`config.mk`:
```
export PLATFORM = sky130hd
export DESIGN_NAME = hpc_cmd_engine
export DESIGN_NICKNAME = d
export VERILOG_FILES = /design/src/rtl/hpc_pkg.sv /design/src/rtl/hpc_slot_cell.sv /design/src/rtl/hpc_cmd_seq.sv /design/src/rtl/hpc_cmd_engine.sv
export SDC_FILE = /design/constraint.sdc
export NUM_CORES = 1
export LEC_CHECK = 0
export ABC_AREA = 0
export CORE_ASPECT_RATIO = 2
export CORE_UTILIZATION = 30
export DETAILED_ROUTE_END_ITERATION = 8
export DONT_BUFFER_PORTS = 1
export GPL_TIMING_DRIVEN = 0
export SLEW_MARGIN = 5
export SYNTH_ARGS = -nofsm -noshare
export SYNTH_HDL_FRONTEND = slang
export SYNTH_SLANG_ARGS = --single-unit
```
`constraint.sdc`:
```
create_clock -name clk -period 6.3 [get_ports clk]
set_input_delay 1.26 -clock clk [delete_from_list [all_inputs] [get_ports clk]]
set_output_delay 1.26 -clock clk [all_outputs]
set_load 0.05 [all_outputs]
```
`src/rtl/hpc_pkg.sv`:
```
package hpc_pkg;

   localparam logic [1:0] ST_KEEP = 2'd0;
   localparam logic [1:0] ST_PWR  = 2'd1;
   localparam logic [1:0] ST_EN   = 2'd2;
   localparam logic [1:0] ST_DIS  = 2'd3;

   localparam logic [1:0] IND_KEEP  = 2'd0;
   localparam logic [1:0] IND_ON    = 2'd1;
   localparam logic [1:0] IND_BLINK = 2'd2;
   localparam logic [1:0] IND_OFF   = 2'd3;

   localparam logic [1:0] PRES_LOW   = 2'd0;
   localparam logic [1:0] PRES_EMPTY = 2'd3;

   localparam int CODE_W = 8;
   localparam int TGT_W  = 5;
   localparam int EVT_W  = 3;

   typedef enum logic [1:0] {CK_SLOT, CK_SPEED, CK_ALL, CK_BAD} cmd_kind_e;
   typedef enum logic [1:0] {SQ_IDLE, SQ_EXEC, SQ_SCAN, SQ_APPLY} seq_e;

   function automatic cmd_kind_e classify(input logic [CODE_W-1:0] c);
      if (c[7:6] == 2'b00)               return CK_SLOT;
      if (c[7:3] == 5'b01000)            return CK_SPEED;
      if (c == 8'h48 || c == 8'h49)      return CK_ALL;
      return CK_BAD;
   endfunction

endpackage

```
`src/rtl/hpc_slot_cell.sv`:
```
module hpc_slot_cell
   import hpc_pkg::*;
(
   input  logic             clk,
   input  logic             rst_n,
   input  logic             occupied_i,
   input  logic             apply_i,
   input  logic [1:0]       req_state_i,
   input  logic [1:0]       req_pwr_i,
   input  logic [1:0]       req_attn_i,
   input  logic             evt_clr_i,
   output logic [1:0]       state_o,
   output logic [1:0]       pwr_o,
   output logic [1:0]       attn_o,
   output logic             latch_open_o,
   output logic [1:0]       presence_o,
   output logic [EVT_W-1:0] evt_o
);

   logic [1:0]       state_q, pwr_q, attn_q, pres_q;
   logic             latch_q;
   logic [EVT_W-1:0] evt_q;

   logic [1:0] nxt_pwr, nxt_attn;
   logic       go_on, go_off, mark_empty;

   always_comb begin
      nxt_pwr    = (req_pwr_i  != IND_KEEP) ? req_pwr_i  : pwr_q;
      nxt_attn   = (req_attn_i != IND_KEEP) ? req_attn_i : attn_q;
      go_on      = (state_q == ST_DIS) && (req_state_i == ST_PWR || req_state_i == ST_EN);
      go_off     = (state_q == ST_EN || state_q == ST_PWR) && (req_state_i == ST_DIS);
      mark_empty = apply_i && go_off && (nxt_pwr == IND_OFF);
   end

   always_ff @(posedge clk) begin
      if (!rst_n) begin
         if (occupied_i) begin
            state_q <= ST_EN;
            pwr_q   <= IND_ON;
            latch_q <= 1'b0;
            pres_q  <= PRES_LOW;
         end else begin
            state_q <= ST_DIS;
            pwr_q   <= IND_OFF;
            latch_q <= 1'b1;
            pres_q  <= PRES_EMPTY;
         end
         attn_q <= IND_KEEP;
         evt_q  <= '0;
      end else begin
         if (apply_i) begin
            pwr_q  <= nxt_pwr;
            attn_q <= nxt_attn;
            if (go_on)  state_q <= req_state_i;
            if (go_off) state_q <= ST_DIS;
         end
         if (mark_empty) begin
            latch_q <= 1'b1;
            pres_q  <= PRES_EMPTY;
            evt_q   <= '1;
         end else if (evt_clr_i) begin
            evt_q   <= '0;
         end
      end
   end

   assign state_o      = state_q;
   assign pwr_o        = pwr_q;
   assign attn_o       = attn_q;
   assign latch_open_o = latch_q;
   assign presence_o   = pres_q;
   assign evt_o        = evt_q;

   // power-only is never entered straight from enabled
   assert_no_en_to_pwr_R3: assert property (@(posedge clk) disable iff (!rst_n)
      (state_q == ST_PWR) |-> ($past(state_q) != ST_EN));

   // a latch that opens always carries the empty presence code and all events
   assert_empty_mark_R9: assert property (@(posedge clk) disable iff (!rst_n)
      $rose(latch_q) |-> (pres_q == PRES_EMPTY && evt_q == '1));

   // without an apply the indicators hold
   assert_ind_hold_R2: assert property (@(posedge clk) disable iff (!rst_n)
      !apply_i |=> ($stable(pwr_q) && $stable(attn_q)));

endmodule

```
`src/rtl/hpc_cmd_seq.sv`:
```
module hpc_cmd_seq
   import hpc_pkg::*;
#(
   parameter int NSLOTS = 31,
   localparam int IDX_W = (NSLOTS > 1) ? $clog2(NSLOTS) : 1
) (
   input  logic              clk,
   input  logic              rst_n,
   input  logic              cmd_wr_i,
   input  logic [CODE_W-1:0] code_i,
   input  logic [TGT_W-1:0]  target_i,
   input  logic              done_clr_i,
   input  logic [1:0]        sel_state_i,
   input  logic              sel_latch_i,
   output logic [IDX_W-1:0]  sel_idx_o,
   output logic              apply_o,
   output logic [1:0]        req_state_o,
   output logic [1:0]        req_pwr_o,
   output logic [1:0]        req_attn_o,
   output logic              busy_o,
   output logic              inv_cmd_o,
   output logic              inv_mode_o,
   output logic              done_o
);

   localparam logic [IDX_W-1:0] LAST_IDX = IDX_W'(NSLOTS - 1);

   seq_e              st_q;
   logic [CODE_W-1:0] code_q;
   logic [TGT_W-1:0]  tgt_q;
   logic [IDX_W-1:0]  idx_q;
   logic              inv_cmd_q, inv_mode_q, done_q;

   cmd_kind_e kind;
   logic      tgt_ok, reject, finish, accept;

   always_comb begin
      kind   = classify(code_q);
      tgt_ok = (int'(tgt_q) >= 1) && (int'(tgt_q) <= NSLOTS);
      accept = cmd_wr_i && (st_q == SQ_IDLE);

      sel_idx_o   = idx_q;
      apply_o     = 1'b0;
      req_state_o = ST_KEEP;
      req_pwr_o   = IND_KEEP;
      req_attn_o  = IND_KEEP;
      reject      = 1'b0;

      if (st_q == SQ_EXEC) begin
         sel_idx_o   = IDX_W'(tgt_q - TGT_W'(1));
         req_state_o = code_q[1:0];
         req_pwr_o   = code_q[3:2];
         req_attn_o  = code_q[5:4];
         reject      = (sel_state_i == ST_EN) && (code_q[1:0] == ST_PWR);
         apply_o     = (kind == CK_SLOT) && tgt_ok && !reject;
      end else if (st_q == SQ_APPLY) begin
         apply_o = 1'b1;
         if (sel_latch_i) begin
            req_state_o = ST_KEEP;
            req_pwr_o   = IND_OFF;
         end else begin
            req_state_o = code_q[0] ? ST_EN : ST_PWR;
            req_pwr_o   = IND_ON;
         end
      end

      finish = (st_q == SQ_EXEC)
            || (st_q == SQ_SCAN  && (sel_state_i == ST_EN || idx_q == LAST_IDX))
               && !(st_q == SQ_SCAN && sel_state_i != ST_EN)
            || (st_q == SQ_APPLY && idx_q == LAST_IDX);
   end

   always_ff @(posedge clk) begin
      if (!rst_n) begin
         st_q       <= SQ_IDLE;
         code_q     <= '0;
         tgt_q      <= '0;
         idx_q      <= '0;
         inv_cmd_q  <= 1'b0;
         inv_mode_q <= 1'b0;
         done_q     <= 1'b0;
      end else begin
         done_q <= (done_q && !done_clr_i) || finish;
         case (st_q)
            SQ_IDLE: begin
               if (accept) begin
                  code_q     <= code_i;
                  tgt_q      <= target_i;
                  idx_q      <= '0;
                  inv_cmd_q  <= 1'b0;
                  inv_mode_q <= 1'b0;
                  st_q       <= (classify(code_i) == CK_ALL) ? SQ_SCAN : SQ_EXEC;
               end
            end
            SQ_EXEC: begin
               case (kind)
                  CK_SLOT:  if (!tgt_ok || reject) inv_cmd_q <= 1'b1;
                  CK_SPEED: if (code_q[2:0] != 3'd0) inv_mode_q <= 1'b1;
                  default:  inv_cmd_q <= 1'b1;
               endcase
               st_q <= SQ_IDLE;
            end
            SQ_SCAN: begin
               if (sel_state_i == ST_EN) begin
                  inv_cmd_q <= 1'b1;
                  st_q      <= SQ_IDLE;
               end else if (idx_q == LAST_IDX) begin
                  idx_q <= '0;
                  st_q  <= SQ_APPLY;
               end else begin
                  idx_q <= idx_q + IDX_W'(1);
               end
            end
            SQ_APPLY: begin
               if (idx_q == LAST_IDX) st_q <= SQ_IDLE;
               else                   idx_q <= idx_q + IDX_W'(1);
            end
            default: st_q <= SQ_IDLE;
         endcase
      end
   end

   assign busy_o     = (st_q != SQ_IDLE);
   assign inv_cmd_o  = inv_cmd_q;
   assign inv_mode_o = inv_mode_q;
   assign done_o     = done_q;

   // an accepted write makes the engine busy on the next cycle
   assert_accept_busy_R11: assert property (@(posedge clk) disable iff (!rst_n)
      (cmd_wr_i && !busy_o) |=> busy_o);

   // a write during a running command leaves the captured command alone
   assert_ignore_busy_R12: assert property (@(posedge clk) disable iff (!rst_n)
      (cmd_wr_i && busy_o) |=> ($stable(code_q) && $stable(tgt_q)));

   // status flags start clear for every accepted command
   assert_status_clear_R10: assert property (@(posedge clk) disable iff (!rst_n)
      (cmd_wr_i && !busy_o) |=> (!inv_cmd_o && !inv_mode_o));

   // end of a command always leaves the completion flag set
   assert_done_on_end_R10: assert property (@(posedge clk) disable iff (!rst_n)
      $fell(busy_o) |-> done_o);

   // invalid-mode and invalid-command are exclusive
   assert_status_excl_R5: assert property (@(posedge clk) disable iff (!rst_n)
      !(inv_mode_o && inv_cmd_o));

endmodule

```
`src/rtl/hpc_cmd_engine.sv`:
```
module hpc_cmd_engine
   import hpc_pkg::*;
#(
   parameter int NSLOTS = 31,
   localparam int IDX_W = (NSLOTS > 1) ? $clog2(NSLOTS) : 1
) (
   input  logic                    clk,
   input  logic                    rst_n,
   input  logic [NSLOTS-1:0]       occupied_i,
   input  logic                    cmd_wr_i,
   input  logic [7:0]              cmd_code_i,
   input  logic [4:0]              cmd_target_i,
   input  logic                    done_clr_i,
   input  logic [NSLOTS-1:0]       evt_clr_i,
   output logic                    busy_o,
   output logic                    inv_cmd_o,
   output logic                    inv_mode_o,
   output logic                    cmd_done_o,
   output logic [2*NSLOTS-1:0]     slot_state_o,
   output logic [2*NSLOTS-1:0]     pwr_ind_o,
   output logic [2*NSLOTS-1:0]     attn_ind_o,
   output logic [NSLOTS-1:0]       latch_open_o,
   output logic [2*NSLOTS-1:0]     presence_o,
   output logic [EVT_W*NSLOTS-1:0] slot_evt_o
);

   if (NSLOTS < 1 || NSLOTS > 31) begin : g_bad_nslots
      $error("hpc_cmd_engine: NSLOTS must lie in 1..31");
   end

   logic [IDX_W-1:0] sel_idx;
   logic             apply;
   logic [1:0]       req_state, req_pwr, req_attn;
   logic [1:0]       sel_state;
   logic             sel_latch;
   logic [1:0]       st_w [NSLOTS];
   logic             lo_w [NSLOTS];

   hpc_cmd_seq #(.NSLOTS(NSLOTS)) u_seq (
      .clk         (clk),
      .rst_n       (rst_n),
      .cmd_wr_i    (cmd_wr_i),
      .code_i      (cmd_code_i),
      .target_i    (cmd_target_i),
      .done_clr_i  (done_clr_i),
      .sel_state_i (sel_state),
      .sel_latch_i (sel_latch),
      .sel_idx_o   (sel_idx),
      .apply_o     (apply),
      .req_state_o (req_state),
      .req_pwr_o   (req_pwr),
      .req_attn_o  (req_attn),
      .busy_o      (busy_o),
      .inv_cmd_o   (inv_cmd_o),
      .inv_mode_o  (inv_mode_o),
      .done_o      (cmd_done_o)
   );

   always_comb begin
      sel_state = ST_KEEP;
      sel_latch = 1'b0;
      for (int i = 0; i < NSLOTS; i++) begin
         if (sel_idx == IDX_W'(i)) begin
            sel_state = st_w[i];
            sel_latch = lo_w[i];
         end
      end
   end

   for (genvar g = 0; g < NSLOTS; g++) begin : g_slot
      logic       lo;
      logic [1:0] st;
      hpc_slot_cell u_cell (
         .clk          (clk),
         .rst_n        (rst_n),
         .occupied_i   (occupied_i[g]),
         .apply_i      (apply && (sel_idx == IDX_W'(g))),
         .req_state_i  (req_state),
         .req_pwr_i    (req_pwr),
         .req_attn_i   (req_attn),
         .evt_clr_i    (evt_clr_i[g]),
         .state_o      (st),
         .pwr_o        (pwr_ind_o[2*g +: 2]),
         .attn_o       (attn_ind_o[2*g +: 2]),
         .latch_open_o (lo),
         .presence_o   (presence_o[2*g +: 2]),
         .evt_o        (slot_evt_o[EVT_W*g +: EVT_W])
      );
      assign st_w[g]               = st;
      assign lo_w[g]               = lo;
      assign slot_state_o[2*g +: 2] = st;
      assign latch_open_o[g]       = lo;
   end

   // an out-of-range target finishes with invalid-command set
   assert_busy_onecycle_R11: assert property (@(posedge clk) disable iff (!rst_n)
      ($rose(busy_o) && cmd_code_i[7:6] == 2'b00 && cmd_target_i == 5'd0
       && $past(cmd_wr_i)) |=> (!busy_o && inv_cmd_o));

endmodule

```
### Word level (Yosys, flattened, before mapping)

Cells that the tools add are included.
W data, S select, Z words.

* $add $sub $neg: 2
* magnitude comparators: 1
* eq/ne operators: 275
* mux-type cells: 656
* reductions and logical operators: 317

Operators by type and width (number)
* $mux W2: 400
* $eq A2 B2 Y1 const B: 99
* $mux W3: 62
* $mux W1: 184
* $logic_and A1 B1 Y1: 164
* $ne A2 B1 Y1 const B: 64
* $reduce_and A2 Y1: 63
* $ne A3 B1 Y1 const B: 31
* $eq A5 B5 Y1 const B: 16
* $eq A2 B1 Y1 const B: 35
* $reduce_bool A2 Y1: 35
* $eq A5 B4 Y1 const B: 10
* $logic_or A1 B1 Y1: 39
* $eq A8 B7 Y1 const B: 4
* $mux W5: 5
* $eq A5 B3 Y1 const B: 4
* $pmux W5 S3: 1
* $ne A2 B2 Y1 const B: 7
* $eq A5 B2 Y1 const B: 2
* $reduce_bool A3 Y1: 3
* $logic_not A2 Y1: 4
* $pmux W2 S4: 1
* $reduce_and A4 Y1: 2
* $add A5 B1 Y5 const B: 1
* other kinds (11): 15

* flip-flop bits (word level): 395
* input port bits: 79
* output and inout port bits: 376
* logic and storage cells: 1444

### Logic depth before layout (Yosys ltp)

* depth after elaboration: 44
* depth in mapped cells: 23
* mapped depth without buffers: 17

### By module

A second synthesis with hierarchy kept.

* cells, all modules: 1673
* area, all modules: 15617.5 sq um

By module, submodules not included
* hpc_slot_cell: times used 31, cells an instance 39, area each 401.6 sq um, seq. area each 210.2 sq um
* hpc_cmd_engine: times used 1, cells an instance 293, area each 1864.3 sq um, seq. area each 0.0 sq um
* hpc_cmd_seq: times used 1, cells an instance 171, area each 1302.5 sq um, seq. area each 460.4 sq um

### Worst setup path before layout

No wires, ideal clock.

* path kind: flip-flop to flip-flop
* from: register u_seq.tgt_q[0]
* to: register g_slot[3].u_cell.pres_q[0] (enable)
* setup time: 0.294 ns
* arrival: 4.660 ns
* required time: 6.006 ns
* setup slack: 1.346 ns
* cell stages (with the launch flop): 20
* buffers on the path: 4
* period minus slack after synthesis: 4.954 ns
* cell sequence: dfxtp_1 > buf_2 > inv_1 > ha_1 > clkbuf_1 > or3b_2 > o22ai_1 > nand2_1 > o22ai_1 > o2111ai_1 > a211oi_1 > nand2b_1 > a32o_1 > ha_1 > clkbuf_1 > clkbuf_1 > nand2_1 > a21o_1 > a2111oi_0 > nand2b_1

* cells in the longest elaborated chain, start to end: 43
* elaborated cells on any way between the ends: 117
* those cells by class: add/sub: 1; order compare: 1; eq/ne: 34; mux: 71; reduce/logical: 10

Ends and longest elaborated chain
* start: declaration: line hpc_cmd_seq.sv:30 `logic [TGT_W-1:0] tgt_q;`
* start signal: assignment: line hpc_cmd_seq.sv:88 `tgt_q <= target_i;`
* parallel branches: the longest is 41 deep, another holds $sub A5 B1 Y5
* $logic_and A1 B1 Y1 *: line hpc_slot_cell.sv:32 `mark_empty = apply_i && go_off && (nxt_pwr == IND_OFF);`
* $ne A2 B1 Y1 (no source line) *
* end signal: assignment: line hpc_slot_cell.sv:41 `pres_q <= PRES_LOW;`
* end signal: assignment: line hpc_slot_cell.sv:46 `pres_q <= PRES_EMPTY;`
* end signal: assignment: line hpc_slot_cell.sv:59 `pres_q <= PRES_EMPTY;`
* end: declaration: line hpc_slot_cell.sv:20 `logic [1:0] state_q, pwr_q, attn_q, pres_q;`

Mark *: on every way between the ends.
A chain may end at the register's enable or synchronous reset.

### Final worst setup path

* from: register u_seq.tgt_q[0]
* to: register g_slot[21].u_cell.pres_q[0] (enable)

* cells in the longest elaborated chain, start to end: 43
* elaborated cells on any way between the ends: 117
* those cells by class: add/sub: 1; order compare: 1; eq/ne: 34; mux: 71; reduce/logical: 10

Ends and longest elaborated chain (line)
* parallel branches: the longest is 41 deep, another holds $sub A5 B1 Y5
* $logic_and A1 B1 Y1 *: hpc_slot_cell.sv:32
* $ne A2 B1 Y1 (no source line) *
* end signal: assignment: hpc_slot_cell.sv:41
* end signal: assignment: hpc_slot_cell.sv:46
* end signal: assignment: hpc_slot_cell.sv:59
* end: declaration: hpc_slot_cell.sv:20

Marks and branches as above.

==> key figures <==
Run status
  – Status: finished, final reports clean

Global routing
  – Largest net degree at the start of global routing: 15
  – First-pass GRT wire length: 125 mm
  – Initial antenna violation count: 9
  – Vias in the first global route: around 15k
  – Total track usage: 34.5%
  – GRT Residual Overflow: 0

Timing
  – Fin crit period: approximately 6.3 ns
  – Final hold violation count: 0
  – Final setup viols: 0
  – Clk_skew: a little under 0.03 ns
  – FMAX: about 160 MHz
  – Final Worst Setup Slack: roughly 0.022 ns
  – Total Negative Setup Slacks: 0 ns
  – RSZ-0062 raised after global routing: yes
  – Slew @ Worst Pin: 1.36 ns
  – Slew headroom: 9.13%
  – Crit share post-route: roughly 100%
  – Max Slew Vio Count: 0

Job
  – Total of max-cap violations: 0

Drt
  – Met3 wire length: approximately 9.7 mm
  – Via-to-Cell Ratio: 6.04
  – Avg WL per Cell: 37.6 um
  – Initial DRC Count: 1363
  – Via Count: roughly 15k
  – Max Used Layer: met5
  – Antenna Violating Nets Remaining: 0
  – Pre-Repair DR Iteration Count: 5
  – WL final: ~94 mm
  – DR DRC count: 0
  – Met1 wire length: ~27 mm
  – Met2 WL post-DR: approximately 47 mm

Logic synthesis
  – Cells after synthesis: 1768
  – Post-synth EDFFs: between 150 and 200
  – Main flop type after synthesis: edfxtp_1
  – Mapped cell area: 0.0158 mm2
  – Number of distinct library cells after synthesis: 93
  – Most frequent cells after synthesis: nand2_1 (313), buf_4 (158), edfxtp_1 (155)
  – Synth area leaders: edfxtp_1 (29%), dfxtp_1 (15%), buf_4 (7.5%)
  – Top cell type by total area after synthesis: edfxtp_1
  – Post-synth ARST share: 0%
  – Register area share after synthesis: 44.1%
  – Syn_nets: ~1.9k
  – Mean Syn Cell Area: 8.96 um2
  – Proportion of netlist area held by the largest area contributor: around 30%
  – Yosys reg bits: around 270
  – Most numerous cell in the Yosys netlist: nand2_1
  – Yosys warns: 0

Pwr
  – Clock network power share: roughly a quarter
  – Power Density: 393 mW/mm2
  – PnR Total Power: 6.98 mW
  – Sequential fraction of design power: between 30% and 40%
  – Lkg Pwr: between 6 and 7 nW
  – Internal power: around 3.6 mW
  – Sw Pwr: roughly 3.4 mW
  – Switching share of power: between 40 and 50%
  – VDD IR max: 228 uV
  – Combinational Power Share: just under 40%

Clocking
  – CTS clock-pin slew for the worst setup and hold paths: 0.07 ns
  – Clk sink count: between 200 and 300
  – CTS root buf: clkbuf_16
  – Clk_lat worst skew: just over 0.6 ns
  – Clock Path Buffers: 3
  – H-tree level count: 1
  – Clock buffer count from CTS: 28
  – CTS tree: built

Placement
  – Pre-CTS setup slack: -2.38 ns
  – Hpwl dp: approximately 76 mm
  – IO Port Bufs: 0
  – Placed Instances: around 2.4k
  – RePlAce Congestion: just over 1

Floorplanning
  – Initial core utilization: 30.5%
  – Core area: roughly 0.052 mm2
  – Io pins: ~460
  – Die area: 0.0538 mm2
  – Cell Rows: 118
  – Die height: around 330 um
  – Die Wd: 164 um

Cells and area
  – Finished Layout Cells: between 2k and 2.5k
  – Fraction of layout cells with a size suffix above 1: between 15 and 20%
  – Nets@finish: between 1.5k and 2k
  – P&R area growth vs syn: 12.3%

Hold path
  – Hold Path Class: reg -> reg

Critical path
  – Crit path kind: reg -> reg
  – Worst EP arrival: roughly 6.6 ns
  – Critical Path End Type: register
  – Required time worst endpoint: ~6.6 ns
  – CP startpoint kind: register
  – Crit path max fanout: 10
## worst max-delay path, stage by stage, from the launching register on
cell and delay (ns):
dfxtp_1 0.42, buf_2 0.28, inv_1 0.20, ha_2 0.41, and3_1 0.26, nor2_1 1.02
a31oi_1 0.21, a32oi_1 0.35, nand3_1 0.13, a211oi_2 0.28, nand2b_4 0.28, a32o_1 0.34
ha_4 0.30, clkbuf_4 0.33, nand2_1 0.15, a21o_1 0.17, a2111oi_0 0.63, nand2b_1 0.20
## kinds of logic after synthesis
group / count (synthesis) / synth area share (%)
simple gates: 605 / 17.7
compound gates: 508 / 22.4
buf+inv: 336 / 12.0
flops: 271 / 44.1
fa+ha+maj: 41 / 3.24
xor+xnor: 4 / 0.363
mux: 3 / 0.198
## worst paths after layout
path	start	to	slack, ns	cells past startpoint
setup / recovery	u_seq.tgt_q[0]	g_slot[21].u_cell.presence_o[0]	0.02	17
hold / removal	u_seq.code_q[7]	u_seq.code_q[7]	0.49	2
setup reg to reg	u_seq.tgt_q[0]	g_slot[21].u_cell.presence_o[0]	0.02	17
hold reg to reg	u_seq.code_q[7]	u_seq.code_q[7]	0.49	2
## cells in the final DEF (no fill, tap or decap), drive strengths merged, types with 7 or more instances in the layout
| cell type | netlist | final |
|---|---|---|
| nand2 | 314 | 314 |
| edfxtp | 155 | 155 |
| a22oi | 34 | 34 |
| nand3 | 26 | 26 |
| diode | 0 | 7 |
| a31o | 8 | 8 |
| nand2b | 37 | 37 |
| o2bb2ai | 47 | 47 |
| ha | 41 | 41 |
| dfxtp | 116 | 116 |
| a211oi | 21 | 21 |
| a211o | 9 | 9 |
| o21a | 15 | 15 |
| clkinv | 0 | 11 |
| nand4 | 7 | 7 |
| nor2b | 47 | 47 |
| o211ai | 10 | 10 |
| a2111oi | 11 | 11 |
| nor3 | 12 | 12 |
| a21o | 20 | 20 |
| a21oi | 135 | 135 |
| o21ai | 81 | 81 |
| nor3b | 7 | 7 |
| inv | 54 | 55 |
| o22ai | 12 | 12 |
| o31ai | 36 | 36 |
| and2 | 9 | 9 |
| nor2 | 106 | 106 |
| buf | 189 | 191 |
| clkbuf | 93 | 127 |
| o32ai | 7 | 7 |
## layer usage
layer  track usage, %  up-vias
met5                0        -
met4             33.0        4
met3             11.5      367
met2             59.8     1060
met1             30.4     7322
li1                 -     6279
## registers in the layout, indices dropped and copies added, names as in the netlist, 2 cells and up
| register | count |
|---|---|
| g_slot.u_cell.attn_o | 62 |
| g_slot.u_cell.evt_o | 31 |
| g_slot.u_cell.presence_o | 31 |
| g_slot.u_cell.pwr_o | 62 |
| g_slot.u_cell.state_o | 62 |
| u_seq.code_q | 8 |
| u_seq.idx_q | 5 |
| u_seq.st_q | 2 |
| u_seq.tgt_q | 5 |
## metrics by stage
step	instance area, um2	hold WS, ns	utilization (%)
after floorplan	15800	0.431	-
after global placement	16700	0.449	32.1
after detailed placement	16700	0.471	32.1
after CTS	17700	0.483	34.0
after global routing	17800	0.490	34.2
final	17800	0.486	34.2
## area by class of cell
type	count	area (um2)
repair buffers	3	26.3
fillers	5427	34200
clock inverters	15	138
plain buffers	280	1730
diodes	7	17.5
well taps	660	826
inverters	54	203
clock buffers	37	766
multi-input cells	1161	7090
flip-flops and latches	271	6980
## power groups by stage
stage / Clock (mW) / Sequential (mW) / Combinational (mW)
floorplan: 0 / 2.39 / 1.49
CTS: 1.75 / 2.47 / 2.65
global route: 1.81 / 2.48 / 2.83
detailed placement: 0 / 2.50 / 2.58
finish: 1.75 / 2.47 / 2.77
global placement: 0 / 2.50 / 2.57
## repair_timing
action	4_1_cts	5_1_grt
pin swaps	3	2
endpoints found under the setup margin	302	167
endpoints found under the hold margin	0	0
hold buffers	0	0
gates resized for setup	36	14
buffers inserted	1	1
No activity file was read; power rests on OpenSTA's default activity.
